<file path="src/rtl/tmg_pkg.sv">
package tmg_pkg;
  // Strobes from the raster control to the output datapath
  typedef struct packed {
    logic run;         // raster counters are live
    logic hsAct;       // inside hsync window
    logic vsAct;       // inside vsync window
    logic deAct;       // inside active pixel window
    logic frameStart;  // line 0, count 0
  } tmgStrobe_t;
endpackage

</file>
<file path="src/rtl/tmg_ctrl.sv">
module tmg_ctrl
  import tmg_pkg::*;
#(
  parameter int H_W = 12,
  parameter int V_W = 12
) (
  input  logic           clk,
  input  logic           rstN,
  input  logic           runEn,
  input  logic [H_W-1:0] linePeriod,
  input  logic [H_W-1:0] hsyncWidth,
  input  logic [H_W-1:0] hWait,
  input  logic [H_W-1:0] hValid,
  input  logic [V_W-1:0] framePeriod,
  input  logic [V_W-1:0] vsyncWidth,
  input  logic [V_W-1:0] vWait,
  input  logic [V_W-1:0] vValid,
  output tmgStrobe_t     stb
);
  localparam int HE_W = H_W + 1;
  localparam int VE_W = V_W + 1;

  logic           running;
  logic [H_W-1:0] hCnt;
  logic [V_W-1:0] vCnt;
  logic           lineEnd;
  logic           frameEnd;
  logic [HE_W-1:0] hStop;
  logic [VE_W-1:0] vStop;
  logic           inH;
  logic           inV;

  assign lineEnd  = (hCnt == linePeriod - 1'b1);
  assign frameEnd = lineEnd && (vCnt == framePeriod - 1'b1);

  always_ff @(posedge clk or negedge rstN) begin
    if (!rstN) begin
      running <= 1'b0;
      hCnt    <= '0;
      vCnt    <= '0;
    end else if (!running) begin
      if (runEn) begin
        running <= 1'b1;
        hCnt    <= '0;
        vCnt    <= '0;
      end
    end else if (lineEnd) begin
      hCnt <= '0;
      if (frameEnd) begin
        vCnt    <= '0;
        running <= runEn;   // stop only on a frame boundary
      end else begin
        vCnt <= vCnt + 1'b1;
      end
    end else begin
      hCnt <= hCnt + 1'b1;
    end
  end

  // Window ends computed one bit wider so wait+valid cannot wrap
  assign hStop = {1'b0, hWait} + {1'b0, hValid};
  assign vStop = {1'b0, vWait} + {1'b0, vValid};
  assign inH   = (hCnt >= hWait) && ({1'b0, hCnt} < hStop);
  assign inV   = (vCnt >= vWait) && ({1'b0, vCnt} < vStop);

  always_comb begin
    stb.run        = running;
    stb.hsAct      = running && (hCnt < hsyncWidth);
    stb.vsAct      = running && (vCnt < vsyncWidth);
    stb.deAct      = running && inH && inV;
    stb.frameStart = running && (hCnt == '0) && (vCnt == '0);
  end
endmodule

</file>
<file path="src/rtl/tmg_dpath.sv">
module tmg_dpath
  import tmg_pkg::*;
#(
  parameter int ADDR_W = 32
) (
  input  logic              clk,
  input  logic              rstN,
  input  tmgStrobe_t        stb,
  input  logic              syncEn,
  input  logic              fallEdgeSel,
  input  logic [ADDR_W-1:0] nextBase,
  output logic              hsQ,
  output logic              vsQ,
  output logic              deQ,
  output logic [ADDR_W-1:0] baseQ,
  output logic              invQ
);
  always_ff @(posedge clk or negedge rstN) begin
    if (!rstN) begin
      hsQ   <= 1'b0;
      vsQ   <= 1'b0;
      deQ   <= 1'b0;
      baseQ <= '0;
      invQ  <= 1'b0;
    end else begin
      hsQ  <= syncEn && stb.hsAct;
      vsQ  <= syncEn && stb.vsAct;
      deQ  <= stb.deAct;
      invQ <= fallEdgeSel;
      if (stb.frameStart) baseQ <= nextBase;
    end
  end
endmodule

</file>
<file path="src/rtl/dotclk_timing.sv">
module dotclk_timing
  import tmg_pkg::*;
#(
  parameter int H_W    = 12,
  parameter int V_W    = 12,
  parameter int ADDR_W = 32
) (
  input  logic              clk,
  input  logic              rstN,
  input  logic              runEn,
  input  logic              syncEn,
  input  logic              hsyncHigh,
  input  logic              vsyncHigh,
  input  logic              deHigh,
  input  logic              fallEdgeSel,
  input  logic [H_W-1:0]    linePeriod,
  input  logic [H_W-1:0]    hsyncWidth,
  input  logic [H_W-1:0]    hWait,
  input  logic [H_W-1:0]    hValid,
  input  logic [V_W-1:0]    framePeriod,
  input  logic [V_W-1:0]    vsyncWidth,
  input  logic [V_W-1:0]    vWait,
  input  logic [V_W-1:0]    vValid,
  input  logic [ADDR_W-1:0] nextBase,
  output logic              hsyncOut,
  output logic              vsyncOut,
  output logic              deOut,
  output logic              pixReq,
  output logic [ADDR_W-1:0] curBase,
  output logic              dotclkInvert
);
  tmgStrobe_t stb;
  logic hsQ, vsQ, deQ;

  tmg_ctrl #(.H_W(H_W), .V_W(V_W)) u_ctrl (
    .clk(clk), .rstN(rstN), .runEn(runEn),
    .linePeriod(linePeriod), .hsyncWidth(hsyncWidth),
    .hWait(hWait), .hValid(hValid),
    .framePeriod(framePeriod), .vsyncWidth(vsyncWidth),
    .vWait(vWait), .vValid(vValid),
    .stb(stb)
  );

  tmg_dpath #(.ADDR_W(ADDR_W)) u_dpath (
    .clk(clk), .rstN(rstN), .stb(stb), .syncEn(syncEn),
    .fallEdgeSel(fallEdgeSel), .nextBase(nextBase),
    .hsQ(hsQ), .vsQ(vsQ), .deQ(deQ), .baseQ(curBase), .invQ(dotclkInvert)
  );

  // Polarity applied at the pin: active level equals the select bit
  assign hsyncOut = hsQ ? hsyncHigh : ~hsyncHigh;
  assign vsyncOut = vsQ ? vsyncHigh : ~vsyncHigh;
  assign deOut    = deQ ? deHigh    : ~deHigh;
  assign pixReq   = stb.deAct;
endmodule

</file>
<file path="config.mk">
export PLATFORM = sky130hd
export DESIGN_NAME = dotclk_timing
export DESIGN_NICKNAME = d
export VERILOG_FILES = /design/src/rtl/tmg_pkg.sv /design/src/rtl/tmg_ctrl.sv /design/src/rtl/tmg_dpath.sv /design/src/rtl/dotclk_timing.sv
export SDC_FILE = /design/constraint.sdc
export NUM_CORES = 1
export LEC_CHECK = 0
export BUFFER_PORTS_ARGS = -buffer_cell sky130_fd_sc_hd__buf_2
export CORE_ASPECT_RATIO = 0.9
export CORE_MARGIN = 2
export CORE_UTILIZATION = 35
export DETAILED_ROUTE_END_ITERATION = 7
export PLACE_DENSITY = 0.61
export RECOVER_POWER = 25
export SLEW_MARGIN = 20
export SYNTH_ARGS = -nofsm -noshare
export SYNTH_HDL_FRONTEND = slang
export SYNTH_SLANG_ARGS = --single-unit
</file>
<file path="constraint.sdc">
create_clock -name clk -period 6.55 [get_ports clk]
set_input_delay 0.655 -clock clk [delete_from_list [all_inputs] [get_ports clk]]
set_output_delay 0.655 -clock clk [all_outputs]
set_load 0.01 [all_outputs]
</file>
==> metrics, run 1 <==
Die Wd=142.3 um; peak-usage layer in the global routing report=met2; Pwr per Cell Area=220.0 nW/um^2; worst reg2reg path endpoint=u_ctrl.vCnt[9]; post-cts sizing count=0; CP arrival=4.22 ns; outcome=finished, violations left; Slew @ Worst Pin=3.366 ns; met2 usage=0.2580; Max Cap Violations=1; Post-synth EDFFs=0; slowest CP cell=o41ai_1; area occupied by multi-input gates=4172 um^2; first-pass GRT wire length=24080 um; DR vias=5386; worst-path fanout max=3; final non-filler cell total=between 1000 and 1500; Worst EP required=5.89 ns; RSZ-0062 raised after global routing=no; M3 GR Usage=0.02010; standby leakage power=4.020 nW; CTS tree=yes; Synth area leaders=dfrtp_1 (25%), ha_1 (20%), mux2_2 (6.0%), xor2_1 (5.1%), inv_1 (4.4%); Rows=45; Primary FF master, synth=dfrtp_1; Hold Path Sink=u_dpath.invQ; drt first-iter violations=207; Final Skew=0.009727 ns; relative slew slack=-1.244; total grt overflow=0; num ports=173; Synth top area share=0.2534; largest net degree at the start of global routing=62; post-DP HPWL=12060 um; Final min period=4.873 ns; crit share post-route=0.7440; DRT antenna net count=0; Worst-path clk slew=0.06 ns; port bufs=172; Sink Count=61; drt pass-1 iters=4; clock buffer depth=2; fin worst setup slack=1.677 ns; critical path's largest stage delay=0.50 ns; YS warnings=0; fmax=205.2 MHz; gpl congestion=0.8134; FF+latch count, synth=61; post-synthesis cell count=681; number of instances in the placed design=~1100; syn nets=917; vias in the first global route=4993; Setup crit end kind=output port; largest area contributor in the netlist=dfrtp_1; fin. max-slew vios=62; share of cells above drive strength 1=0.2737; kind of critical path=in -> out; FFs w/ async S/R, synth=1.000; worst min-delay path startpoint=fallEdgeSel; CP Launch Type=input port; total track usage=0.1631; clock latency on the worst-skew pair=0.33 ns; Place WS=1.678 ns; Avg Vias per Cell=5.048; CP cell instances=buf_2 -> ha_1 -> fa_1 -> a21oi_1 -> nor2b_1 -> o31a_1 -> o41ai_1 -> o21bai_1 -> a21oi_1 -> xor2_1 -> ha_1 -> or4_1 -> a31oi_1 -> nor3_1 -> nor4_1 -> buf_2; area of the mapped netlist=6025 um^2; worst hold path class=in -> reg; overall die height=128.5 um; final setup vio count=0; Final Hold Fails=0; detailed-route wire length=15200 um; number of buffers created by CTS=9; initial core utilization=0.3579; layout net count=1086; failing checks=capacitance limit, slew limit; initial antenna violation count=1; register area=1526 um^2; die area=between 15000 and 20000 um^2; setup TNS=0 ns; reg2reg start=u_ctrl.hCnt[3]; setup repair bufs after CTS=0; Wirelength per Cell=~14 um; Post-CTS Hold Buffers=0; fillers=between 1500 and 2000; H-tree depth=3; Reg2Reg Depth=8; worst hold stages=1; area of the core=between 15000 and 20000 um^2; Area growth syn-to-layout=23.07%; syn avg cell area=a little under 9 um^2; Netlist cell types=58; VDD IR max=between 0.1 and 0.15 mV; Clk Tree Root Cell=clkbuf_16; register area share after synthesis=0.2534; final core occ=0.4404; GRT met1 Usage=0.2345; DR DRC count=0; minimum setup slack among reg-to-reg paths=roughly 3.8 ns
area by class of cell:
type,count,area share
clock inverters,6,0.01164
multi-input cells,534,0.5626
well taps,211,0.03561
clock buffers,10,0.03088
inverters,70,0.03544
repair buffers,174,0.1176
flip-flops and latches,61,0.2059
diodes,1,0.0003375
state kept, by name, summed over array words and instances, names as in the netlist:
register	cells
u_dpath.vsQ	1
u_ctrl.running	1
u_ctrl.vCnt	12
u_dpath.invQ	1
u_dpath.baseQ	32
u_dpath.deQ	1
u_ctrl.hCnt	12
u_dpath.hsQ	1
worst max-delay path by stage:
stage / startpoint / endpoint / slack [ns]
2_1_floorplan: vWait[0] / pixReq / 2.14
3_3_place_gp: vWait[0] / pixReq / 1.71
3_5_place_dp: vWait[0] / pixReq / 1.68
4_1_cts: vWait[0] / pixReq / 1.67
5_1_grt: vWait[0] / pixReq / 1.36
6_report: vWait[0] / pixReq / 1.68
stage by stage:
step	hold slack, ns	power (mW)	area [um^2]
floorplan	0.3594	0.9203	6025
global placement	0.4852	1.119	7101
detailed placement	0.4907	1.129	7101
CTS	0.4141	1.649	7416
global route	0.4207	1.755	7415
finish	0.4260	1.631	7415
layer usage:
layer  wire length, um  up-vias
li1                  -     2787
met4               206        0
met3               685       11
met5                 0        -
met2              6618      119
met1              7690     2469
cell families after synthesis:
| group | count (synthesis) | share of synthesized area |
|---|---|---|
| fa+ha+maj | 100 | 0.2102 |
| compound gates | 160 | 0.1738 |
| flops | 61 | 0.2534 |
| xor+xnor | 63 | 0.09159 |
| mux | 32 | 0.05981 |
| buf+inv | 86 | 0.05462 |
| simple gates | 179 | 0.1566 |
critical path, delay by kind of cell:
family,cells,cell delay (ns)
simple gates,4,0.95
fa+ha+maj,3,0.83
xor+xnor,1,0.09
compound gates,6,1.37
buf+inv,2,0.31
cells in the mapped netlist (2+ instances only):
library cell	instances
a2111oi_0	2
a211o_1	7
a211oi_1	8
a21o_1	18
a21oi_1	33
a22oi_1	4
a31o_2	2
a31oi_1	6
and3_1	8
clkbuf_1	14
dfrtp_1	61
fa_1	2
ha_1	98
inv_1	70
mux2_2	32
nand2_1	39
nand2b_1	13
nand3_1	24
nand3b_1	2
nand4_1	8
nor2_1	31
nor2b_1	13
nor3_1	14
nor3b_1	3
nor4_1	10
o211ai_1	8
o21a_1	6
o21ai_0	37
o21ai_1	2
o21bai_1	10
o31ai_1	2
o41ai_1	3
or2_2	3
or4_1	3
xnor2_1	28
xor2_1	35
cell usage in the layout (no fill, tap or decap), types with 28 or more instances in the layout:
cell / Yosys / routed
ha_1: 98 / 98
a21oi_1: 33 / 33
xnor2_1: 28 / 28
o21ai_0: 37 / 37
inv_1: 70 / 70
nor2_1: 31 / 30
dfrtp_1: 61 / 61
xor2_1: 35 / 35
nand2_1: 39 / 39
buf_2: 0 / 172
mux2_2: 32 / 32
report_power, final:
part / internal (mW) / switching, mW
sequential: 0.444 / 0.105
combinational: 0.293 / 0.278
clock: 0.333 / 0.179
total: 1.07 / 0.562
Note: power is estimated with default switching activity, not from simulation.
==> inputs of run 2 (changes only) <==
Settings changed: ABC_AREA from default to 1, PLACE_DENSITY 0.61 to 0.6.
Clock period 6.55 ns to 4.59 ns, I/O delays scaled along.
==> run 2 against run 1 <==
The run still ends with capacitance limit, slew limit left. Worst setup slack got worse by 0.85 ns. Core utilization shrank 1.0 points. Final area up 5.8%. Register-to-register slack worse by 1.3 ns. Non-clock buffer count is the same. Sequential power up 65%. Global-route usage increased by 1.1 points. Power increased by 71%. Flip-flop and latch count stayed put. Combinational power increased by 110%. Critical path depth grew 5. Clock-buffer cell count stayed put.
==> metrics, run 2 <==
vias in the first global route=5728; setup repair bufs after CTS=0; relative slew slack=-1.199; Post-synth EDFFs=0; sequential power share=0.325; Max Cap Violations=1; Sw Ratio=0.3865; Slew @ Worst Pin=between 3 and 4 ns; clock latency on the worst-skew pair=~0.34 ns; Worst EP required=4.13 ns; YS warnings=0; minimum setup slack among reg-to-reg paths=2.43 ns; area of the core=18230 um^2; Area growth syn-to-layout=21.54%; most numerous cell in the Yosys netlist=nand2_1; initial antenna violation count=0; VDD IR max=about 0.13 mV; Synth top area share=0.2366; most frequent cells in the layout=buf_2 (172), nand2_1 (169), inv_1 (134), ha_1 (98), dfrtp_1 (61); drt first-iter violations=177; worst-path fanout max=3; syn nets=1098; Avg Vias per Cell=4.755; Top reg by flops=u_dpath.baseQ; DRT antenna net count=0; clock buffer depth=2; number of instances in the placed design=1270; Post-CTS Hold Buffers=0; max FFs per register=32; Final Hold Fails=0; FF+latch count, synth=61; internal power=1.710 mW; port bufs=172; Setup crit end kind=output port; gpl congestion=~0.87; largest net degree at the start of global routing=62; kind of critical path=in -> out; fin. max-slew vios=62; Place WS=0.8358 ns; Synth area leaders=dfrtp_1 (24%), ha_1 (19%), nand2_1 (9.8%), inv_1 (7.8%), xor2_1 (5.3%); Wirelength per Cell=13.03 um; area occupied by multi-input gates=4327 um^2; fillers=1939; overall die height=132.8 um; num ports=173; fin worst setup slack=0.8304 ns; Placed Area=7553 um^2; Clk Tree Root Cell=clkbuf_16; failing checks=capacitance limit, slew limit; post-cts sizing count=0; Final Skew=~0.0081 ns; Primary FF master, synth=dfrtp_1; total track usage=0.1739; ANT cells=0; DR vias=6115; most common cell after layout, fill and taps aside=buf_2; outcome=finished, violations left; CTS tree=yes; number of buffers created by CTS=9; final setup vio count=0; first-pass GRT wire length=27390 um; RSZ-0062 raised after global routing=no; register area share after synthesis=0.2366; Crit. Startpoint=hWait[0]; area of the mapped netlist=about 6500 um^2; Netlist cell types=40; Worst-path clk slew=about 0.050 ns; final non-filler cell total=1286; Largest regs=u_dpath.baseQ: 32 flops, u_ctrl.hCnt: 12 flops, u_ctrl.vCnt: 12 flops; syn avg cell area=7.485 um^2; die area=between 15000 and 20000 um^2; drt pass-1 iters=4; Pwr per Cell Area=355.4 nW/um^2; layout net count=around 1300; synth cell count leaders=nand2_1 (169), inv_1 (134), ha_1 (98), dfrtp_1 (61), nor2_1 (59); initial core utilization=0.3539; switching pwr=1.077 mW; register area=1526 um^2; combinational power share=0.434; Tot Pwr=~2.8 mW; CP arrival=3.30 ns; share of cells above drive strength 1=0.2267; largest area contributor in the netlist=dfrtp_1; setup TNS=0 ns; power share of the clock group=0.241; post-DP HPWL=14100 um; FFs w/ async S/R, synth=1.000; cell area after layout=7843 um^2; Setup crit end=pixReq; fmax=266.0 MHz; worst hold path class=in -> reg; CP Launch Type=input port; standby leakage power=roughly 4.3 nW; Sink Count=61; detailed-route wire length=16750 um; DR DRC count=0; Rows=between 40 and 50; Die Wd=147.1 um; worst reg2reg path endpoint=u_dpath.baseQ[25]; final core occ=0.4302; total grt overflow=0; Final min period=3.760 ns; H-tree depth=3; reg2reg start=u_ctrl.running; post-synthesis cell count=approximately 860; WHS=0.2392 ns; crit share post-route=0.8191; Reg2Reg Depth=5
==> run 2: cell count changes in the layout (fill, tap and decap cells not counted), sizes merged, moves of 14 or more <==
cell / previous run / this run
nor2: 32 / 68
nand4: 8 / 26
a21oi: 33 / 56
nand2: 39 / 174
a21o: 18 / 0
nand3: 24 / 55
nand2b: 14 / 0
inv: 71 / 138
==> run 2: how the worst min path moves through the flow <==
stage / from / to / cells after the start
global placement: u_dpath.baseQ[7] / u_dpath.baseQ[7] / 1
CTS: fallEdgeSel / u_dpath.invQ / 1
global route: fallEdgeSel / u_dpath.invQ / 1
finish: fallEdgeSel / u_dpath.invQ / 1
detailed placement: u_dpath.baseQ[9] / u_dpath.baseQ[9] / 1
floorplan: rstN / u_ctrl.hCnt[0] / 0
==> run 2: power by group through the flow <==
stage / registers, mW / logic, mW / clock network, mW
final: 0.906 / 1.21 / 0.671
after global routing: 0.931 / 1.39 / 0.710
after CTS: 0.906 / 1.23 / 0.692
after detailed placement: 0.916 / 1.22 / 0
after global placement: 0.906 / 1.20 / 0
after floorplan: 0.944 / 0.749 / 0
==> run 2: logic make-up (layout without fill, tap and decap cells) <==
kind of cell,count (synthesis),after routing,share of synthesized area
AOI/OAI and AO/OA,115,115,0.09851
buffers and inverters,149,328,0.09288
xor gates and xnor gates,60,60,0.08261
muxes,32,32,0.05585
adders and majority gates,100,100,0.1962
DFF,61,61,0.2366
and+or+nand+nor,345,345,0.2373
==> run 2: worst max-delay path: stages <==
cell	delay (ns)
buf_2	0.10
ha_1	0.16
inv_1	0.06
fa_1	0.40
inv_1	0.08
nand3_1	0.06
nand2_1	0.11
a21oi_1	0.10
o21ai_0	0.34
xnor2_1	0.17
ha_1	0.27
nand2_1	0.07
nor2_1	0.04
a211oi_1	0.15
o21ai_0	0.12
nand3_1	0.08
nand2_1	0.05
nand2_1	0.06
nand3_1	0.07
nor2_1	0.18
buf_2	0.17
==> run 2: layer usage <==
| layer | up-vias | global-route usage | wire (um) |
|---|---|---|---|
| li1 | 3222 | - | - |
| met5 | - | 0 | 0 |
| met4 | 0 | 0.04915 | 259 |
| met2 | 184 | 0.2741 | 6971 |
| met1 | 2689 | 0.2470 | 8674 |
| met3 | 20 | 0.02724 | 847 |
==> run 2: layout make-up <==
type | instances | area share
clock buffers | 10 | 0.02920
flip-flops and latches | 61 | 0.1946
multi-input cells | 652 | 0.5517
well taps | 245 | 0.03909
inverters | 138 | 0.06605
clock inverters | 6 | 0.008137
repair buffers | 174 | 0.1112
==> inputs of run 3 (changes only) <==
Settings changed: ABC_AREA 1 to 0, PLACE_DENSITY 0.6 to 0.63.
Clock period 4.59 ns to 3.2 ns, I/O delays scaled along.
==> run 3 against run 2 <==
The flow finishes with violations (capacitance limit, slew limit, setup timing). Power is 20% higher. Combinational power rose by 5%. Sequential power is 21% higher. Sequential share of layout area fell by 0.12 points. Clock power increased by 44%. Global-route usage down 0.51 points. Die area down 6.4%. Critical endpoint unchanged.
==> metrics, run 3 (same netlist as run 1, synthesis figures left out) <==
relative slew slack=-0.1239; Setup crit end kind=output port; Top reg by flops=u_dpath.baseQ; fin worst setup slack=-0.5779 ns; Final Hold Fails=0; initial core utilization=0.3579; DR vias=5648; clock latency on the worst-skew pair=0.33 ns; drt first-iter violations=190; max FFs per register=32; kind of critical path=in -> out; RSZ-0062 raised after global routing=yes; CP arrival=3.46 ns; fmax=264.7 MHz; fin. max-slew vios=32; final core occ=0.4687; overall die height=128.5 um; share of cells above drive strength 1=0.3289; Wirelength per Cell=13.95 um; worst-path fanout max=2; num ports=173; minimum setup slack among reg-to-reg paths=0.69 ns; Avg Vias per Cell=5.052; number of buffers created by CTS=9; Placed Area=7528 um^2; Clk Tree Root Cell=clkbuf_16; Final Skew=0.006716 ns; worst hold path class=in -> reg; most common cell after layout, fill and taps aside=buf_2; most frequent cells in the layout=buf_2 (169), ha_1 (95), inv_1 (69), dfrtp_1 (61), buf_4 (51); die area=approximately 18000 um^2; largest net degree at the start of global routing=33; DRT antenna net count=0; Post-CTS Hold Buffers=0; Area growth syn-to-layout=30.99%; Hold Path Sink=u_dpath.invQ; clock buffer depth=2; total grt overflow=0; CTS tree=yes; H-tree depth=3; setup repair bufs after CTS=0; outcome=finished, violations left; Reg2Reg Depth=9; total track usage=0.1688; crit share post-route=1.181; failing checks=capacitance limit, slew limit, setup timing; reg2reg start=u_ctrl.hCnt[4]; layout net count=between 1000 and 1500; post-DP HPWL=about 13000 um; port bufs=between 150 and 200; Worst-path clk slew=roughly 0.050 ns; Pwr per Cell Area=423.5 nW/um^2; drt pass-1 iters=4; Max Cap Violations=1; vias in the first global route=5219; cell area after layout=7891 um^2; Sink Count=61; first-pass GRT wire length=25120 um; Slew @ Worst Pin=1.686 ns; Rows=45; CP Launch Type=input port; area of the core=about 17000 um^2; Worst EP required=about 2.9 ns; DR DRC count=0; initial antenna violation count=1; standby leakage power=4.273 nW; final setup vio count=1; gpl congestion=a little over 0.8; Largest regs=u_dpath.baseQ: 32 flops, u_ctrl.hCnt: 12 flops, u_ctrl.vCnt: 12 flops; VDD IR max=0.2095 mV; fillers=around 1700; Die Wd=142.3 um; worst min-delay path startpoint=fallEdgeSel; detailed-route wire length=about 16000 um; Final min period=roughly 3.8 ns; worst reg2reg path endpoint=u_ctrl.vCnt[6]; worst hold stages=1
run 3: cell count changes in the layout (fill, tap and decap cells not counted), moves of 18 or more:
| cell | before | now |
|---|---|---|
| nand2_1 | 169 | 39 |
| inv_1 | 134 | 69 |
| buf_4 | 1 | 51 |
| nand3_1 | 54 | 24 |
| nor2_1 | 59 | 30 |
| a21oi_1 | 56 | 30 |
| a21o_1 | 0 | 18 |
| nand4_1 | 26 | 8 |
run 3: what timing repair did:
action / CTS / global route
gates resized for setup: 2 / 12
endpoints found under the setup margin: 1 / 2
pin swaps: 0 / 11
run 3: per-stage QoR:
step / instances / setup slack (ns) / TNS [ns] / total power [mW] / hold slack (ns)
final: 1118 / -0.5779 / -0.5779 / 3.342 / 0.1002
after detailed placement: 1101 / -0.6521 / -0.9730 / 2.382 / 0.4216
after floorplan: 681 / -0.1701 / -0.1701 / 1.891 / 0.02441
after CTS: 1117 / -0.6235 / -0.6235 / 3.378 / 0.06462
after global placement: 1101 / -0.5917 / -0.8510 / 2.357 / 0.4224
after global routing: 1118 / -0.7965 / -0.8517 / 3.619 / 0.08230
run 3: power by group:
| part | switching, mW | internal (mW) |
|---|---|---|
| Clock | 0.358 | 0.606 |
| Combinational | 0.611 | 0.664 |
| Sequential | 0.195 | 0.908 |
| Total | 1.16 | 2.18 |
run 3: cell type report:
cell class | count | area (um^2) | area share
tap | 211 | 264.0 | 0.03345
clock inverter | 5 | 61.31 | 0.007769
multi-input combinational | 534 | 4259 | 0.5397
sequential | 61 | 1526 | 0.1934
antenna | 1 | 2.502 | 0.0003171
inverter | 70 | 262.8 | 0.03330
clock buffer | 11 | 232.7 | 0.02949
timing repair buffer | 225 | 1282 | 0.1625
run 3: worst max-delay path by stage:
stage,end,cells past startpoint,slack [ns],start
2_1_floorplan,pixReq,17,-0.17,hWait[0]
3_3_place_gp,pixReq,19,-0.59,hWait[0]
3_5_place_dp,pixReq,19,-0.65,hWait[0]
4_1_cts,pixReq,19,-0.62,hWait[0]
5_1_grt,pixReq,19,-0.80,hWait[0]
6_report,pixReq,19,-0.58,hWait[0]
run 3: critical path, cell delays in order:
cell      delay (ns)
buf_8           0.10
ha_4            0.15
inv_2           0.05
fa_2            0.19
nor2b_1         0.05
o21ai_1         0.20
a21oi_2         0.09
o21a_1          0.21
or4_4           0.43
a31o_4          0.25
a21oi_2         0.14
xnor2_1         0.09
ha_1            0.32
o211ai_1        0.09
nor2_1          0.07
o31ai_2         0.07
a221oi_2        0.12
nor4_2          0.32
buf_2           0.19
run 3: routing by layer:
layer / share of wire / vias up / GRT usage
li1: - / 2894 / -
met4: 0.012 / 0 / 0.03960
met1: 0.50 / 2621 / 0.2425
met2: 0.45 / 122 / 0.2711
met5: 0 / - / 0
met3: 0.043 / 11 / 0.02233
